===== src/rtl/uart_rx_status_pkg.sv =====
package uart_rx_status_pkg;

    typedef struct packed {
        logic idle;
        logic armed;
        logic ovr;
    } flag_state_t;

    localparam flag_state_t FLAG_RESET = '{idle: 1'b0, armed: 1'b1, ovr: 1'b0};

endpackage


===== src/rtl/rxs_fifo.sv =====
module rxs_fifo #(
    parameter int DW    = 8,
    parameter int DEPTH = 8
) (
    input  logic          clk,
    input  logic          rst_n,
    input  logic          wr_i,
    input  logic [DW-1:0] wr_data_i,
    input  logic          rd_i,
    input  logic          flush_i,
    output logic [DW-1:0] rd_data_o,
    output logic          empty_o,
    output logic          full_o,
    output logic          wr_accept_o
);
    localparam int AW = (DEPTH > 1) ? $clog2(DEPTH) : 1;
    localparam int CW = $clog2(DEPTH + 1);

    typedef struct packed {
        logic [AW-1:0] wr_ptr;
        logic [AW-1:0] rd_ptr;
        logic [CW-1:0] count;
    } ctrl_t;

    ctrl_t ctrl_d, ctrl_q;
    logic [DW-1:0] mem_q [DEPTH];
    logic do_wr, do_rd;

    function automatic logic [AW-1:0] bump(input logic [AW-1:0] p);
        if (p == AW'(DEPTH - 1)) return '0;
        return p + 1'b1;
    endfunction

    assign full_o      = (ctrl_q.count == CW'(DEPTH));
    assign empty_o     = (ctrl_q.count == '0);
    assign do_wr       = wr_i && !full_o && !flush_i;
    assign do_rd       = rd_i && !empty_o && !flush_i;
    assign wr_accept_o = do_wr;
    assign rd_data_o   = mem_q[ctrl_q.rd_ptr];

    always_comb begin
        ctrl_d = ctrl_q;
        if (flush_i) begin
            ctrl_d = '0;
        end else begin
            if (do_wr) ctrl_d.wr_ptr = bump(ctrl_q.wr_ptr);
            if (do_rd) ctrl_d.rd_ptr = bump(ctrl_q.rd_ptr);
            case ({do_wr, do_rd})
                2'b10:   ctrl_d.count = ctrl_q.count + 1'b1;
                2'b01:   ctrl_d.count = ctrl_q.count - 1'b1;
                default: ctrl_d.count = ctrl_q.count;
            endcase
        end
    end

    always_ff @(posedge clk or negedge rst_n) begin
        if (!rst_n) ctrl_q <= '0;
        else        ctrl_q <= ctrl_d;
    end

    for (genvar i = 0; i < DEPTH; i++) begin : g_entry
        always_ff @(posedge clk) begin
            if (do_wr && (ctrl_q.wr_ptr == AW'(i))) mem_q[i] <= wr_data_i;
        end
    end

endmodule


===== src/rtl/rxs_flags.sv =====
module rxs_flags
    import uart_rx_status_pkg::*;
(
    input  logic clk,
    input  logic rst_n,
    input  logic byte_done_i,
    input  logic fifo_full_i,
    input  logic wr_accept_i,
    input  logic flush_i,
    input  logic idle_det_i,
    input  logic mute_en_i,
    input  logic muted_i,
    input  logic ovr_dis_i,
    input  logic idle_clr_i,
    input  logic ovr_clr_i,
    output logic idle_o,
    output logic ovr_o
);
    flag_state_t st_d, st_q;
    logic idle_set, ovr_set;

    assign idle_set = idle_det_i && st_q.armed && !(mute_en_i && muted_i);
    assign ovr_set  = byte_done_i && fifo_full_i && !flush_i && !ovr_dis_i;

    always_comb begin
        st_d = st_q;
        if (idle_set)        st_d.idle = 1'b1;
        else if (idle_clr_i) st_d.idle = 1'b0;

        if (wr_accept_i)     st_d.armed = 1'b1;
        else if (idle_set)   st_d.armed = 1'b0;

        if (ovr_dis_i)       st_d.ovr = 1'b0;
        else if (ovr_set)    st_d.ovr = 1'b1;
        else if (ovr_clr_i)  st_d.ovr = 1'b0;
    end

    always_ff @(posedge clk or negedge rst_n) begin
        if (!rst_n) st_q <= FLAG_RESET;
        else        st_q <= st_d;
    end

    assign idle_o = st_q.idle;
    assign ovr_o  = st_q.ovr && !ovr_dis_i;

endmodule


===== src/rtl/rxs_irq.sv =====
module rxs_irq (
    input  logic avail_i,
    input  logic idle_i,
    input  logic ovr_i,
    input  logic ie_avail_i,
    input  logic ie_idle_i,
    input  logic ie_err_i,
    output logic irq_avail_o,
    output logic irq_idle_o,
    output logic irq_ovr_o
);
    always_comb begin
        irq_avail_o = avail_i && ie_avail_i;
        irq_idle_o  = idle_i && ie_idle_i;
        irq_ovr_o   = ovr_i && (ie_avail_i || ie_err_i);
    end
endmodule


===== src/rtl/uart_rx_status.sv =====
module uart_rx_status #(
    parameter int DW    = 8,
    parameter int DEPTH = 8
) (
    input  logic          clk,
    input  logic          rst_n,
    input  logic          byte_done_i,
    input  logic [DW-1:0] byte_data_i,
    input  logic          idle_det_i,
    input  logic          mute_en_i,
    input  logic          muted_i,
    input  logic          ovr_dis_i,
    input  logic          flush_i,
    input  logic          idle_clr_i,
    input  logic          ovr_clr_i,
    input  logic          rd_i,
    input  logic          ie_avail_i,
    input  logic          ie_idle_i,
    input  logic          ie_err_i,
    output logic [DW-1:0] rd_data_o,
    output logic          avail_o,
    output logic          idle_o,
    output logic          ovr_o,
    output logic          irq_avail_o,
    output logic          irq_idle_o,
    output logic          irq_ovr_o
);
    logic fifo_empty, fifo_full, wr_accept;

    rxs_fifo #(.DW(DW), .DEPTH(DEPTH)) u_fifo (
        .clk        (clk),
        .rst_n      (rst_n),
        .wr_i       (byte_done_i),
        .wr_data_i  (byte_data_i),
        .rd_i       (rd_i),
        .flush_i    (flush_i),
        .rd_data_o  (rd_data_o),
        .empty_o    (fifo_empty),
        .full_o     (fifo_full),
        .wr_accept_o(wr_accept)
    );

    assign avail_o = !fifo_empty;

    rxs_flags u_flags (
        .clk        (clk),
        .rst_n      (rst_n),
        .byte_done_i(byte_done_i),
        .fifo_full_i(fifo_full),
        .wr_accept_i(wr_accept),
        .flush_i    (flush_i),
        .idle_det_i (idle_det_i),
        .mute_en_i  (mute_en_i),
        .muted_i    (muted_i),
        .ovr_dis_i  (ovr_dis_i),
        .idle_clr_i (idle_clr_i),
        .ovr_clr_i  (ovr_clr_i),
        .idle_o     (idle_o),
        .ovr_o      (ovr_o)
    );

    rxs_irq u_irq (
        .avail_i    (avail_o),
        .idle_i     (idle_o),
        .ovr_i      (ovr_o),
        .ie_avail_i (ie_avail_i),
        .ie_idle_i  (ie_idle_i),
        .ie_err_i   (ie_err_i),
        .irq_avail_o(irq_avail_o),
        .irq_idle_o (irq_idle_o),
        .irq_ovr_o  (irq_ovr_o)
    );

endmodule


===== config.mk =====
export PLATFORM = sky130hd
export DESIGN_NAME = uart_rx_status
export DESIGN_NICKNAME = d
export VERILOG_FILES = /design/src/rtl/uart_rx_status_pkg.sv /design/src/rtl/rxs_fifo.sv /design/src/rtl/rxs_flags.sv /design/src/rtl/rxs_irq.sv /design/src/rtl/uart_rx_status.sv
export SDC_FILE = /design/constraint.sdc
export NUM_CORES = 1
export LEC_CHECK = 0
export CAP_MARGIN = 40
export CORE_UTILIZATION = 42
export CTS_CLUSTER_DIAMETER = 150
export DETAILED_ROUTE_END_ITERATION = 8
export DONT_BUFFER_PORTS = 1
export SYNTH_ARGS = -nofsm -noshare
export SYNTH_HDL_FRONTEND = slang
export SYNTH_SLANG_ARGS = --single-unit

===== constraint.sdc =====
create_clock -name clk -period 7.2 [get_ports clk]
set_clock_uncertainty 0.1 [all_clocks]
set_input_delay 0.72 -clock clk [delete_from_list [all_inputs] [get_ports clk]]
set_output_delay 0.72 -clock clk [all_outputs]
set_load 0.005 [all_outputs]

* Word-level counts from Yosys, hierarchy flattened *
Memory sizes are Yosys's and may differ from the RTL's.
Index checks and enable logic that the tools add are counted.

storage, ports and cells
  memories = 1
  register bits = 13
  word-level logic and storage cells = 123
  RAM bits = 64
  input port bits = 22

memory list
  memory        words  width  rd ports  clocked after memory_dff  wr ports  RTL line        RTL
  u_fifo.mem_q  8      8      1         0                         1         rxs_fifo.sv:26  logic [DW-1:0] mem_q [DEPTH];

cells by class
  eq/ne operators = 11
  multiplexer cells = 58
  reduce and logical (&&, ||, !) cells = 43
  add/subtract/negate cells = 4

operators by type and width
  operator                                             count
  two-way mux 8 bit                                    7
  OR reduction 8 bit                                   7
  two-way mux 3 bit                                    13
  two-way mux 1 bit                                    36
  logical AND 1 bit                                    22
  equality test 3 bit, second input constant           5
  two-way mux 10 bit                                   1
  case mux 4 bit (2 select lines)                      1
  nonzero test 2 bit                                   4
  adder 3 x 1 -> 3 bit, second input constant          2
  equality test 3 x 2 -> 1 bit, second input constant  2
  nonzero test 3 bit                                   2
  logical NOT 1 bit                                    5
  adder 4 x 1 -> 4 bit, second input constant          1
  equality test 4 bit, second input constant           1
  logical NOT 4 bit                                    1
  subtractor 4 x 1 -> 4 bit, second input constant     1
  equality test 3 x 1 -> 1 bit, second input constant  1
  logical NOT 3 bit                                    1
  equality test 2 x 1 -> 1 bit, second input constant  1
  equality test 2 bit, second input constant           1
  logical OR 1 bit                                     1

* Depth between registers and ports, before layout *
Gate-level depths: netlist of run 1.

  depth in word-level cells = 15
  depth in mapped cells = 8

* Modules after synthesis *
A second synthesis of run 1 with hierarchy kept.

second synthesis, totals
  cells, all modules = 195
  area total of the unflattened synthesis = 3359.5 um^2

modules (own cells, without submodules)
  module          area each (um^2)  cells an instance  times used
  rxs_fifo        3201.8            179                1
  rxs_flags       132.6             12                 1
  rxs_irq         21.3              3                  1
  uart_rx_status  3.8               1                  1

* Worst setup path before layout of run 1 *
Ideal clock, no wire load.

  path type = register to register
  start = reg u_fifo.ctrl_q[0] (netlist name)
  end = reg u_fifo.ctrl_q[3] (netlist name)
  data required time = 6.975 ns
  path slack = 4.602 ns
  setup time = 0.125 ns
  stages on the path, launching flop included = 9
  arrival time = 2.373 ns
  cell sequence = dfrtp_1 -> or4b_1 -> buf_2 -> a211oi_1 -> ha_1 -> a21oi_1 -> a21boi_0 -> mux2_2 -> nand3_1

on the way
  longest elaborated chain between the ends = 7
  elaborated cells on any way between the ends = 15
  those cells by class = add/sub: 2; eq/ne: 3; mux: 2; reduce/logical: 8

RTL lines
  element                                                              RTL line                        RTL
  start: declaration                                                   rxs_fifo.sv:25                  ctrl_t ctrl_d, ctrl_q;
  start signal: assignment                                             rxs_fifo.sv:58                  else ctrl_q <= ctrl_d;
  equality test 4 bit or logical NOT 4 bit (tied branches)             rxs_fifo.sv:34, rxs_fifo.sv:35
  logical NOT 1 bit, on equally long branches                          rxs_fifo.sv:36, rxs_fifo.sv:37
  logical AND 1 bit, on equally long branches (2 in a row)             rxs_fifo.sv:36, rxs_fifo.sv:37
  equality test 2 x 1 -> 1 bit or equality test 2 bit (tied branches)  rxs_fifo.sv:48                  case ({do_wr, do_rd})
  case mux 4 bit (2 select lines)                                      rxs_fifo.sv:48
  two-way mux 10 bit                                                   rxs_fifo.sv:43                  if (flush_i) begin

Several ways; a longest one is shown, not always the timed one.
A chain may end at the register's enable or synchronous reset.

* Worst setup path after layout of run 1 *
Ends and elaborated chain as after synthesis.

==> out/results.ini, run 1 <==
[outcome]
outcome=finished clean

[yosys]
synth.area.top_cells=edfxtp_1, mux4_2, dfrtp_1
synth_top_area_share_pct=57.5
yosys_warnings=0
yosysSeqAreaShare_pct=67.3
synthDistinctLibCells=38
syn-mean-instance-area_sq_um=17.5
yosys.area_share.simple_pct=7.23
muxShareOfSynthArea_pct=15.0
synth_compound_area_share_pct=3.67
synth_xor_area_share_pct=0.524
synth_area_sq_um=3340
synth_top_family_by_area=multiplexers
ys_seq_elements=77
synth_cells=191
synth_fa_ha_area_share_pct=4.34
synth_largest_area_cell=edfxtp_1
syn_nets=224

[timing]
tns_ps=0
hold_viol=0
fin_crit_ps=2920
setup_viol=0
worst_slew_pin_slew_ps=794
rsz0062_at_grt=no
max_freq_mhz=343
final_max_slew_viol_count=0
max-slew-margin-rel_pct=47.1
min_period_over_period_pct=40.5
worst_slack_ps=4280

[global_routing]
grt_max_degree=19
grt_usage_pct=15.7
grt_overflow_total=0
grt_pass1_wl_microns=9380
antenna_found_initial=0
grt_pass1_vias=1780

[route]
drc=0
dr.pass1.iters=4
routed_via_density=5.40
final_antenna_net_count=0
drt_wl_total_microns=5880
vias=1620
avgRoutedWirePerCell_microns=19.6
initialDrtViolationCount=90

[power_and_ir_drop]
ir_drop_uv=116
power.leakage_uw=0.00125
switchingPower_uw=298
seqPwrFrac_pct=52.8
switching_share_pct=28.1
power_density_nw_per_um2=292
pwr-share-clk_pct=26.4
internal-power_uw=760
power_frac_comb_pct=20.9

[cts]
hold_buffers=1
cts-root-buf=clkbuf_8
cts_setup_buffers=0
clk_latency_ps=340
numCtsBuffers=9
clk_pin_slew_ps=80
cts_tree=done
ctsResizeCount=0
htreeDepth=3
cts_num_sinks=77
clk_path_buf_depth=2

[placed_design]
dp_hpwl_microns=3740
place_congestion=0.784
io_buffers=0
place_ws_ps=4310

[floorplan]
core_sq_um=7730
start_util_pct=43.2
die_y_microns=91.2
ios=36
rows=32
dieArea_sq_um=8310
die_x_microns=91.2

[final_layout]
nets=228
drive_above_1_share_pct=22.2
area_growth_pct=8.43
antennaDiodeCount=0

[setup_path]
worst_setup_path_end_kind=flop
cp.arrival_ps=3090
crit_type=flop to flop
crit_start=u_fifo.ctrl_q[0]
cp_data_required_time_ps=7380
r2r-start=u_fifo.ctrl_q[0]
cp_max_fo=7
critPathLaunchType=flop

[job]
cap_violations=0

[worst_hold_path]
hold_path.class=primary input to async pin

-- power groups by stage --
stage	logic, uW	registers, uW	clock network (uW)
floorplan	197	544	0
global placement	188	576	0
detailed placement	223	567	0
CTS	225	558	284
global route	248	563	303
finish	221	558	279
-- critical path, cell delays in order, from the launching register on --
cell and delay (ps):
dfrtp_1 500, or4b_1 690, a211oi_1 520, ha_1 370, a21oi_1 200, a21boi_0 130
mux2_2 280, nand3_1 70
-- synthesized netlist by cell type (all sizes together) --
cell type	n
edfxtp	64
mux4	16
dfrtp	12
ha	10
mux2	9
nor2	9
a21oi	6
and3	6
buf	6
nand2	6
inv	5
and2	4
mux2i	4
nand3	4
a211oi	3
clkbuf	3
nand4b	3
nand3b	2
nor3	2
xnor2	2
a21boi	1
a21o	1
and3b	1
dfstp	1
fa	1
nand2b	1
nor2b	1
nor3b	1
o21a	1
o21ai	1
o311a	1
o41ai	1
or2	1
or3	1
or4b	1
-- cell type report --
class / instances / area [sq um]
timing repair buffer: 2 / 37.5
tap: 102 / 128
multi-input combinational: 100 / 1030
inverter: 5 / 18.8
clock inverter: 5 / 37.5
fill: 650 / 4110
clock buffer: 9 / 124
sequential: 77 / 2250
-- flip-flops by register name (all words and copies together) (netlist names) --
name and flops:
u_fifo.mem_q 64, u_fifo.ctrl_q 10, u_flags.idle_o 1, u_flags.st_q 2
-- layout by cell type, fill, tap and decap left out, drive strengths merged, types with 6 or more instances in the layout --
cell type and n:
a21oi 6, and3 6, clkbuf 9, dfrtp 12, edfxtp 64, ha 10
inv 7, mux2 9, mux4 16, nand2 6, nor2 9
-- routing by layer --
metal	track usage, %	share of wire [%]
met5	0	0
met4	6.75	1.5
met3	4.02	4.8
met2	25.9	51
met1	19.7	43
-- final timing paths --
path	depth (start not counted)	end	slack [ps]
setup / recovery	7	u_fifo.ctrl_q[3]	4280
hold / removal	0	u_flags.st_q[1]	120
setup reg to reg	7	u_fifo.ctrl_q[3]	4280
hold reg to reg	1	u_flags.st_q[1]	410
max in group asynchronous	1	u_fifo.ctrl_q[9]	5910
min in group clk	1	u_fifo.ctrl_q[7]	340
-- cell families (layout without fill, tap and decap cells) --
logic type	after synthesis	count (layout)
DFF	77	77
and+or+nand+nor	43	43
muxes	29	29
AOI/OAI and AO/OA	15	15
buffers and inverters	14	21
adders and majority gates	11	11
xor gates and xnor gates	2	2
-- per-stage QoR --
stage	hold WS, ps	cell area (sq um)	utilization, %	power (uW)	cells
floorplan	324	3340	-	741	191
global placement	325	3420	44.3	765	284
detailed placement	325	3450	44.7	790	285
CTS	101	3620	46.9	1070	300
global route	104	3620	46.9	1110	300
finish	117	3620	46.9	1060	300
Note: power is estimated with default switching activity, not from simulation.
==> inputs of run 2 (changes only) <==
Clock period 7.2 ns to 2.5 ns, I/O delays scaled along.
==> out/results.ini, run 2 (synthesis gave the netlist of run 1 again) <==
[setup_path]
r2r-end=u_fifo.ctrl_q[3]
worst-path-stages=7
crit_start=u_fifo.ctrl_q[2]
slowest_delay_ps=600
slowest_stage=or4b_1
worstPathCellList=or4b_1, a211oi_4, ha_1, nand3_1, a21boi_1, mux2_2, nand3_1
worst_setup_path_end_kind=flop
cp-endpoint=u_fifo.ctrl_q[3]
cp_max_fo=3
crit_type=flop to flop
reg2reg_slack_ps=100
worst_path_dominant_cell_family=simple AND/OR/NAND/NOR gates
r2r-start=u_fifo.ctrl_q[2]
cp_data_required_time_ps=2680
cp.arrival_ps=2580
r2r_cells=7
cpMostUsedCell=nand3_1
critPathLaunchType=flop
cp.buffers_inverters=0

[timing]
tns_ps=0
min_period_over_period_pct=95.9
max_freq_mhz=417
hold_viol=0
final_max_slew_viol_count=0
worst_slew_pin_slew_ps=614
max-slew-margin-rel_pct=58.9
fin_crit_ps=2400
worst_slack_ps=103
setup_viol=0

[power_and_ir_drop]
power_density_nw_per_um2=872
power.leakage_uw=0.00139
power_uw=3390
ir_drop_uv=367

[final_layout]
top_register=u_fifo.mem_q
layout_commonest_cell=edfxtp_1
final_cell_mix=edfxtp_1, mux4_2, dlygate4sd3_1
antennaDiodeCount=0
final_cells=325
top_regs=u_fifo.mem_q: 64 flops, u_fifo.ctrl_q: 10 flops, u_flags.st_q: 2 flops
drive_above_1_share_pct=25.1
stdcell_area_sq_um=3890
nets=251
largest_register_ffs=64
area_growth_pct=16.3

[global_routing]
grt_max_degree=15
grt_overflow_total=0
antenna_found_initial=0
grt_pass1_wl_microns=9890
grt_pass1_vias=1903
grt_usage_pct=16.4

[cts]
cts_num_sinks=77
clk_path_buf_depth=2
htreeDepth=3
numCtsBuffers=9
cts-root-buf=clkbuf_8
clk_latency_ps=340
clk_pin_slew_ps=80
cts_tree=done

[floorplan]
core_sq_um=7730
die_y_microns=91.2
start_util_pct=43.2
die_x_microns=91.2
rows=32
ios=36
dieArea_sq_um=8310

[route]
avgRoutedWirePerCell_microns=19.2
dr.pass1.iters=4
vias=1747
drc=0
initialDrtViolationCount=118
drt_wl_total_microns=6230
routed_via_density=5.38
final_antenna_net_count=0

[placed_design]
dp.cells=293
place_congestion=0.725
dpl-instance-area_sq_um=3500
place_ws_ps=8.58
io_buffers=0
dp_hpwl_microns=4040

[worst_hold_path]
hold_path.class=primary input to flop

[job]
cap_violations=0

[outcome]
outcome=finished clean

==> run 2: cell types whose count changed in the layout (fill, tap and decap cells not counted), sizes merged <==
cell,previous run,this run
buf,1,10
clkinvlp,2,1
clkbuf,9,10
bufinv,0,2
dlygate4sd3,1,15
==> run 2: per-stage QoR <==
step           utilization, %  hold WS, ps
4_1_cts                  50.1         10.7
6_report                 50.3         16.6
2_1_floorplan               -         -146
5_1_grt                  50.3         41.1
3_3_place_gp             45.2         -145
3_5_place_dp             45.2         -145
==> run 2: power breakdown <==
group / switching [uW] / total [uW] / internal (uW)
registers: 43.1 / 1510 / 1470
clock network: 463 / 1030 / 571
logic: 412 / 842 / 430
==> run 2: layout make-up <==
| cell class | count | area [sq um] |
|---|---|---|
| fillers | 633 | 3840 |
| flip-flops and latches | 77 | 2250 |
| multi-input cells | 100 | 1040 |
| repair buffers | 25 | 225 |
| clock buffers | 10 | 128 |
| well taps | 102 | 128 |
| clock inverters | 6 | 93.8 |
| inverters | 5 | 18.8 |
==> run 2: how the worst min path moves through the flow <==
stage               cells after the start          endpoint      start  slack (ps)
global placement                        0   u_flags.st_q[0]      rst_n        -150
detailed placement                      0   u_flags.st_q[0]      rst_n        -150
global route                            3   u_flags.st_q[0]  ovr_clr_i          40
finish                                  3   u_flags.st_q[0]  ovr_clr_i          20
floorplan                               0  u_fifo.ctrl_q[0]      rst_n        -150
CTS                                     3   u_flags.st_q[0]  ovr_clr_i          10
==> run 2: routing by layer <==
metal	part of all wire, %	track usage (%)	vias to the layer above
met5	0	0	-
met1	42	19.8	904
met2	53	28.2	37
li1	-	-	797
met4	1.5	7.67	0
met3	3.5	3.27	9
==> run 2: worst register-to-register path, cell delays in order (launching register included) <==
cell      delay (ps)
dfrtp_1          380
or4b_1           610
a211oi_4         300
ha_1             240
nand3_1          120
a21boi_1         170
mux2_2           350
nand3_1           80
==> run 2: repair_timing <==
action / in CTS / in global routing
gates resized for setup: 1 / 2
gates cloned: 0 / 0
pin swaps: 0 / 1
hold endpoints to repair: 90 / 0
endpoints found under the setup margin: 1 / 1
buffers inserted: 0 / 1
hold buffers: 15 / 0
